[config.mk]
export PLATFORM = sky130hd
export DESIGN_NAME = rtc_alarm_match
export DESIGN_NICKNAME = d
export VERILOG_FILES = /design/src/rtl/rtc_alarm_pkg.sv /design/src/rtl/alarm_regs.sv /design/src/rtl/alarm_cmp.sv /design/src/rtl/alarm_pulse.sv /design/src/rtl/rtc_alarm_match.sv
export SDC_FILE = /design/constraint.sdc
export NUM_CORES = 1
export LEC_CHECK = 0
export BUFFER_PORTS_ARGS = -buffer_cell sky130_fd_sc_hd__buf_4
export CAP_MARGIN = 20
export CORE_ASPECT_RATIO = 0.75
export CORE_UTILIZATION = 56
export DETAILED_ROUTE_END_ITERATION = 8
export GPL_TIMING_DRIVEN = 0
export PLACE_DENSITY = 0.83
export SKIP_CTS_REPAIR_TIMING = 1
export SLEW_MARGIN = 15
export SYNTH_ARGS = -nofsm -noshare
export SYNTH_HDL_FRONTEND = slang
export SYNTH_SLANG_ARGS = --single-unit
export TNS_END_PERCENT = 100
[constraint.sdc]
create_clock -name clk_i -period 4.2 [get_ports clk_i]
set_input_delay 0.84 -clock clk_i [delete_from_list [all_inputs] [get_ports clk_i]]
set_output_delay 0.84 -clock clk_i [all_outputs]
set_load 0.01 [all_outputs]
[src/rtl/rtc_alarm_pkg.sv]
package rtc_alarm_pkg;
  localparam int NFIELD   = 4;
  localparam int DATA_W   = 8;
  localparam int MASK_BIT = DATA_W - 1;
  localparam int ADDR_W   = $clog2(NFIELD);

  typedef enum logic [2:0] {
    RPT_MONTH,
    RPT_DAY,
    RPT_HOUR,
    RPT_MIN,
    RPT_SEC
  } rpt_e;

  // bits of each field taking part in the compare
  function automatic logic [DATA_W-1:0] field_mask(int idx);
    case (idx)
      0, 1:    field_mask = 8'h7F;
      2:       field_mask = 8'h3F;
      default: field_mask = 8'h1F;
    endcase
  endfunction

  function automatic logic field_ok(int idx, logic [DATA_W-1:0] v);
    logic [5:0] val;
    val = 6'(v[5:4]) * 6'd10 + 6'(v[3:0]);
    case (idx)
      0, 1:    field_ok = (v[3:0] <= 4'd9) && (v[6:4] <= 3'd5);
      2:       field_ok = (v[3:0] <= 4'd9) && (val <= 6'd23);
      default: field_ok = 1'b1;
    endcase
  endfunction
endpackage

[src/rtl/alarm_regs.sv]
module alarm_regs
  import rtc_alarm_pkg::*;
#(
  parameter int NF = NFIELD,
  parameter int DW = DATA_W,
  localparam int AW = $clog2(NF)
) (
  input  logic                   clk_i,
  input  logic                   rst_ni,
  input  logic                   wr_en_i,
  input  logic [AW-1:0]          addr_i,
  input  logic [DW-1:0]          wdata_i,
  output logic [DW-1:0]          rdata_o,
  output logic [NF-1:0][DW-1:0]  regs_o
);
  logic [NF-1:0][DW-1:0] regs_q;
  logic [NF-1:0]         accept;

  for (genvar i = 0; i < NF; i++) begin : g_fld
    assign accept[i] = wr_en_i && (addr_i == AW'(i)) && field_ok(i, wdata_i);

    AST_REJECT_HOLDS: assert property (@(posedge clk_i) disable iff (!rst_ni)
      (wr_en_i && addr_i == AW'(i) && !accept[i]) |=> (regs_q[i] == $past(regs_q[i])));
    AST_ACCEPT_STORES: assert property (@(posedge clk_i) disable iff (!rst_ni)
      accept[i] |=> (regs_q[i] == $past(wdata_i)));
  end

  always_ff @(posedge clk_i or negedge rst_ni) begin
    if (!rst_ni) begin
      regs_q <= '0;
    end else begin
      for (int i = 0; i < NF; i++)
        if (accept[i]) regs_q[i] <= wdata_i;
    end
  end

  assign rdata_o = regs_q[addr_i];
  assign regs_o  = regs_q;
endmodule

[src/rtl/alarm_cmp.sv]
module alarm_cmp
  import rtc_alarm_pkg::*;
#(
  parameter int NF = NFIELD,
  parameter int DW = DATA_W
) (
  input  logic                  clk_i,
  input  logic                  rst_ni,
  input  logic [NF-1:0][DW-1:0] regs_i,
  input  logic [NF-1:0][DW-1:0] now_i,
  output rpt_e                  mode_o,
  output logic                  match_o
);
  logic [NF-1:0] eq;
  logic [3:0]    masks;

  for (genvar i = 0; i < NF; i++) begin : g_eq
    assign eq[i] = ((regs_i[i] ^ now_i[i]) & field_mask(i)) == '0;
  end

  assign masks = {regs_i[3][MASK_BIT], regs_i[2][MASK_BIT],
                  regs_i[1][MASK_BIT], regs_i[0][MASK_BIT]};

  always_comb begin
    case (masks)
      4'b0000: mode_o = RPT_MONTH;
      4'b1000: mode_o = RPT_DAY;
      4'b1100: mode_o = RPT_HOUR;
      4'b1110: mode_o = RPT_MIN;
      default: mode_o = RPT_SEC; // includes unlisted patterns
    endcase
  end

  always_comb begin
    case (mode_o)
      RPT_MONTH: match_o = &eq;
      RPT_DAY:   match_o = &eq[2:0];
      RPT_HOUR:  match_o = &eq[1:0];
      RPT_MIN:   match_o = eq[0];
      default:   match_o = 1'b1;
    endcase
  end

  AST_MONTH_DAY_EQ: assert property (@(posedge clk_i) disable iff (!rst_ni)
    (mode_o == RPT_MONTH && match_o) |-> (regs_i[3][4:0] == now_i[3][4:0]));
  AST_SEC_COMPARED: assert property (@(posedge clk_i) disable iff (!rst_ni)
    (mode_o != RPT_SEC && match_o) |-> (regs_i[0][6:0] == now_i[0][6:0]));
  AST_ALL_MASK_FIRES: assert property (@(posedge clk_i) disable iff (!rst_ni)
    (masks == 4'b1111) |-> match_o);
endmodule

[src/rtl/alarm_pulse.sv]
module alarm_pulse (
  input  logic clk_i,
  input  logic rst_ni,
  input  logic tick_i,
  input  logic match_i,
  output logic irq_o
);
  always_ff @(posedge clk_i or negedge rst_ni) begin
    if (!rst_ni) irq_o <= 1'b0;
    else         irq_o <= tick_i && match_i;
  end

  AST_IRQ_AFTER_TICK: assert property (@(posedge clk_i) disable iff (!rst_ni)
    irq_o |-> $past(tick_i));
endmodule

[src/rtl/rtc_alarm_match.sv]
module rtc_alarm_match
  import rtc_alarm_pkg::*;
(
  input  logic       clk_i,
  input  logic       rst_ni,
  input  logic       wr_en_i,
  input  logic [1:0] addr_i,
  input  logic [7:0] wdata_i,
  output logic [7:0] rdata_o,
  input  logic       tick_i,
  input  logic [6:0] sec_i,
  input  logic [6:0] min_i,
  input  logic [5:0] hour_i,
  input  logic [4:0] day_i,
  output logic       irq_o
);
  logic [NFIELD-1:0][DATA_W-1:0] regs;
  logic [NFIELD-1:0][DATA_W-1:0] now;
  rpt_e mode;
  logic match;

  assign now[0] = DATA_W'(sec_i);
  assign now[1] = DATA_W'(min_i);
  assign now[2] = DATA_W'(hour_i);
  assign now[3] = DATA_W'(day_i);

  alarm_regs #(.NF(NFIELD), .DW(DATA_W)) i_regs (
    .clk_i, .rst_ni, .wr_en_i, .addr_i, .wdata_i, .rdata_o, .regs_o(regs)
  );

  alarm_cmp #(.NF(NFIELD), .DW(DATA_W)) i_cmp (
    .clk_i, .rst_ni, .regs_i(regs), .now_i(now), .mode_o(mode), .match_o(match)
  );

  alarm_pulse i_pulse (
    .clk_i, .rst_ni, .tick_i, .match_i(match), .irq_o
  );

  AST_IRQ_ONLY_FOR_MATCH: assert property (@(posedge clk_i) disable iff (!rst_ni)
    (irq_o && $past(mode) == RPT_HOUR) |-> ($past(sec_i) == regs[0][6:0] || $past(wr_en_i)));
endmodule

==> key figures <==
Outcome
  – Run status: finished clean

Critical path
  – Critical Path Max Stage Delay: 0.57 ns
  – Worst setup endpoint: rdata_o[7]
  – First element of the critical path: addr_i[1]
  – Critical path buffer and inverter count: 3
  – Slowest cell on the critical path: mux4_2
  – Startpoint kind of the worst setup timing path: input port
  – CP Capture Type: primary output
  – Crit path arrival time: ~2.1 ns
  – Logic depth of the worst path, buffers included: 4
  – R2R depth: 5
  – FF-to-FF setup slack: 2.70 ns
  – Worst reg2reg endpoint: i_pulse.irq_o$_DFF_PN0_
  – Launching point of the worst reg2reg path: i_regs.regs_o[8]$_DFFE_PN0P_
  – CP most frequent cell: buf_4
  – Category of cells accounting for the largest share of critical-path delay: buffers and inverters
  – Worst Path Max Fanout: 10
  – Critical path type: input port to primary output
  – Data required time of the critical path: 3.36 ns
  – Cell-by-cell trace of the critical path: buf_4 > clkbuf_1 > mux4_2 > buf_4

Cells and area
  – Filler cells: approximately 190
  – Finished layout cell area: around 0.0024 mm2
  – Total inserted antenna cells: 0
  – Net count of the finished layout: around 240
  – Layout cell share with drive strength beyond 1: a little under half
  – Area overhead of the layout relative to synthesis: 28.8%
  – Final standard cell utilization of the core: between 70 and 80%

Flow run
  – Total of max-cap violations: 0

Drt
  – Drc violations: 0
  – Iteration-0 DRC Markers: 126
  – First-pass DRT Iterations: 5
  – DRT antenna net count: 0
  – Post-DR vias/cell: roughly 6
  – DR WL/cell: roughly 20 um
  – Overall routed net length: about 4.6 mm
  – Total via count in the routed design: 1450

Power
  – Maximum vdd ir drop: 0.000295 V
  – Internal Power: roughly 0.82 mW
  – Power share of the combinational group: a little over a quarter
  – Register share of total power: roughly 41%
  – Switch share: roughly 28%
  – Net Switching: roughly 0.33 mW
  – Clock share of power: a little under a third
  – Ratio of total power to cell area: a little under 500 mW/mm2
  – Leakage power: around 1.1 nW

Global routing
  – Wire length of the first global-routing pass: a little over 7 mm
  – Final global-route overflow total: 0
  – Number of global-route vias before repair: 1485
  – Antenna violations before repair: 0
  – Maximum number of pins on one net before global-route repair: 34
  – Total global routing track utilization: roughly 30%

STA
  – Count of final max-slew check failures: 0
  – Relative slew margins: approximately 50%
  – Peak Freq: ~340 MHz
  – Hold violation total from the final report: 0
  – Final worst path period share: 70.7%
  – Final period demand of the worst path: between 2 and 3 ns
  – WHS: roughly 0.48 ns
  – Clk_skew: 0.0112 ns
  – RSZ-0062 raised after global routing: no
  – Worst setup margin: 1.23 ns
  – Slew at the pin with the worst max-slew slack: between 0.7 and 0.8 ns
  – Number of endpoints failing setup at the final stage: 0
  – Total negative slack for setup checks: 0 ns

Die
  – Die W: between 60 and 70 um
  – Starting density of the core: 61.0%
  – Row Count: 17
  – Top-Level Pins: between 40 and 50
  – Die height: ~52 um
  – Total die area: around 0.0035 mm2
  – Area of the core: 0.00304 mm2

Clock tree
  – TritonCTS clock tree: done
  – Worst-Skew Late Latency: about 0.30 ns
  – # H-tree levels: 2
  – Clock root buffer: clkbuf_8
  – Sinks on Clock Net: 33
  – Max Buffers Root-to-Sink: 2
  – Clock buffers created by TritonCTS: 5
  – Clk pin slew, worst setup/hold paths: around 0.080 ns

Logic synthesis
  – Share of the yosys chip area belonging to registers: around 45%
  – Synth Instances: between 100 and 150
  – Flop and latch count out of synthesis: 33
  – Mapped Avg Cell Area: approximately 13 um2
  – Syn_nets: between 150 and 200
  – Synthesized cell area: 0.00185 mm2
  – Number of different library cells in the post-synthesis netlist: 26
  – Number of warning messages in the yosys log: 0

Place
  – DP Area: around 0.0023 mm2
  – Post-DP HPWL: roughly 3.4 mm
  – Worst Setup Slack post-DPL: between 1 and 1.5 ns
  – Total of buffers placed on input and output ports: between 40 and 50
  – Gpl congestion: 0.831

Hold path
  – Type of the worst min-delay path: input port to asynchronous set/reset pin
[worst min path at each step]
stage                                  startpoint                             to  slack, ns  cells after the start
floorplan           i_regs.regs_o[29]$_DFFE_PN0P_  i_regs.regs_o[29]$_DFFE_PN0P_       0.44                      2
global placement    i_regs.regs_o[29]$_DFFE_PN0P_  i_regs.regs_o[29]$_DFFE_PN0P_       0.46                      2
detailed placement  i_regs.regs_o[29]$_DFFE_PN0P_  i_regs.regs_o[29]$_DFFE_PN0P_       0.48                      2
CTS                                        rst_ni  i_regs.regs_o[15]$_DFFE_PN0P_       0.49                      1
global route                               rst_ni  i_regs.regs_o[22]$_DFFE_PN0P_       0.52                      1
finish                                     rst_ni  i_regs.regs_o[15]$_DFFE_PN0P_       0.48                      1
[cell usage after synthesis]
| cell type | n | area (um2) |
|---|---|---|
| dfrtp_1 | 33 | 826 |
| mux2_2 | 25 | 282 |
| xnor2_1 | 14 | 123 |
| xor2_1 | 11 | 96.3 |
| mux4_2 | 8 | 180 |
| nand2_1 | 7 | 26.3 |
| o21ai_0 | 5 | 25.0 |
| a21oi_1 | 4 | 20.0 |
| inv_1 | 4 | 15.0 |
| nand4_1 | 4 | 25.0 |
| ha_1 | 3 | 37.5 |
| mux2_1 | 3 | 33.8 |
| nor4_1 | 3 | 18.8 |
| buf_2 | 2 | 10.0 |
| nand3_1 | 2 | 10.0 |
| nor2b_1 | 2 | 12.5 |
| nor3_1 | 2 | 10.0 |
| o211ai_1 | 2 | 15.0 |
| a2111oi_0 | 1 | 8.76 |
| a2111oi_4 | 1 | 27.5 |
| a22o_1 | 1 | 8.76 |
| clkbuf_1 | 1 | 3.75 |
| fa_1 | 1 | 20.0 |
| nor2_1 | 1 | 3.75 |
| o21bai_1 | 1 | 7.51 |
| o41ai_1 | 1 | 8.76 |
[logic make-up after synthesis]
| family | Yosys count | share of synthesized area, % |
|---|---|---|
| simple gates | 21 | 5.74 |
| compound gates | 16 | 6.55 |
| mux | 36 | 26.7 |
| fa+ha+maj | 4 | 3.10 |
| xor+xnor | 25 | 11.8 |
| flops | 33 | 44.5 |
| buf+inv | 7 | 1.55 |
[sequential cells by signal, summed over array words and instances, names as in the netlist]
register and count:
i_pulse.irq_o 1, i_regs.regs_o 32
[layer usage]
layer	part of all wire (%)	track usage, %
met1	42	38.5
met3	8.2	7.89
met2	49	48.7
met5	0	0
met4	1.2	9.72
[per-stage QoR]
stage | power, mW | cells
2_1_floorplan | 0.654 | 142
3_3_place_gp | 0.769 | 227
3_5_place_dp | 0.788 | 227
4_1_cts | 1.15 | 235
5_1_grt | 1.20 | 235
6_report | 1.15 | 235
[layout make-up]
class,count,area (um2),area share [%]
Sequential cell,33,826,34.6
Inverter,4,15.0,0.629
Buffer,3,13.8,0.576
Multi-Input combinational cell,102,1000,41.9
Clock inverter,3,65.1,2.72
Tap cell,38,47.5,1.99
Clock buffer,5,68.8,2.88
Timing Repair Buffer,47,353,14.8
[cell usage in the layout (no fill, tap or decap), drive strengths merged, types with 3 or more instances in the layout]
cell and count:
buf 49, dfrtp 33, mux2 28, xnor2 14, xor2 11, mux4 8, nand2 7, clkbuf 6
o21ai 5, inv 4, nand4 4, a21oi 4, nor4 3, ha 3
[power by group through the flow]
stage / logic [mW] / registers [mW] / clock network, mW
4_1_cts: 0.316 / 0.471 / 0.359
6_report: 0.315 / 0.473 / 0.360
3_3_place_gp: 0.301 / 0.469 / 0
3_5_place_dp: 0.313 / 0.476 / 0
5_1_grt: 0.340 / 0.482 / 0.373
2_1_floorplan: 0.201 / 0.454 / 0
Note: power is estimated with default switching activity, not from simulation.
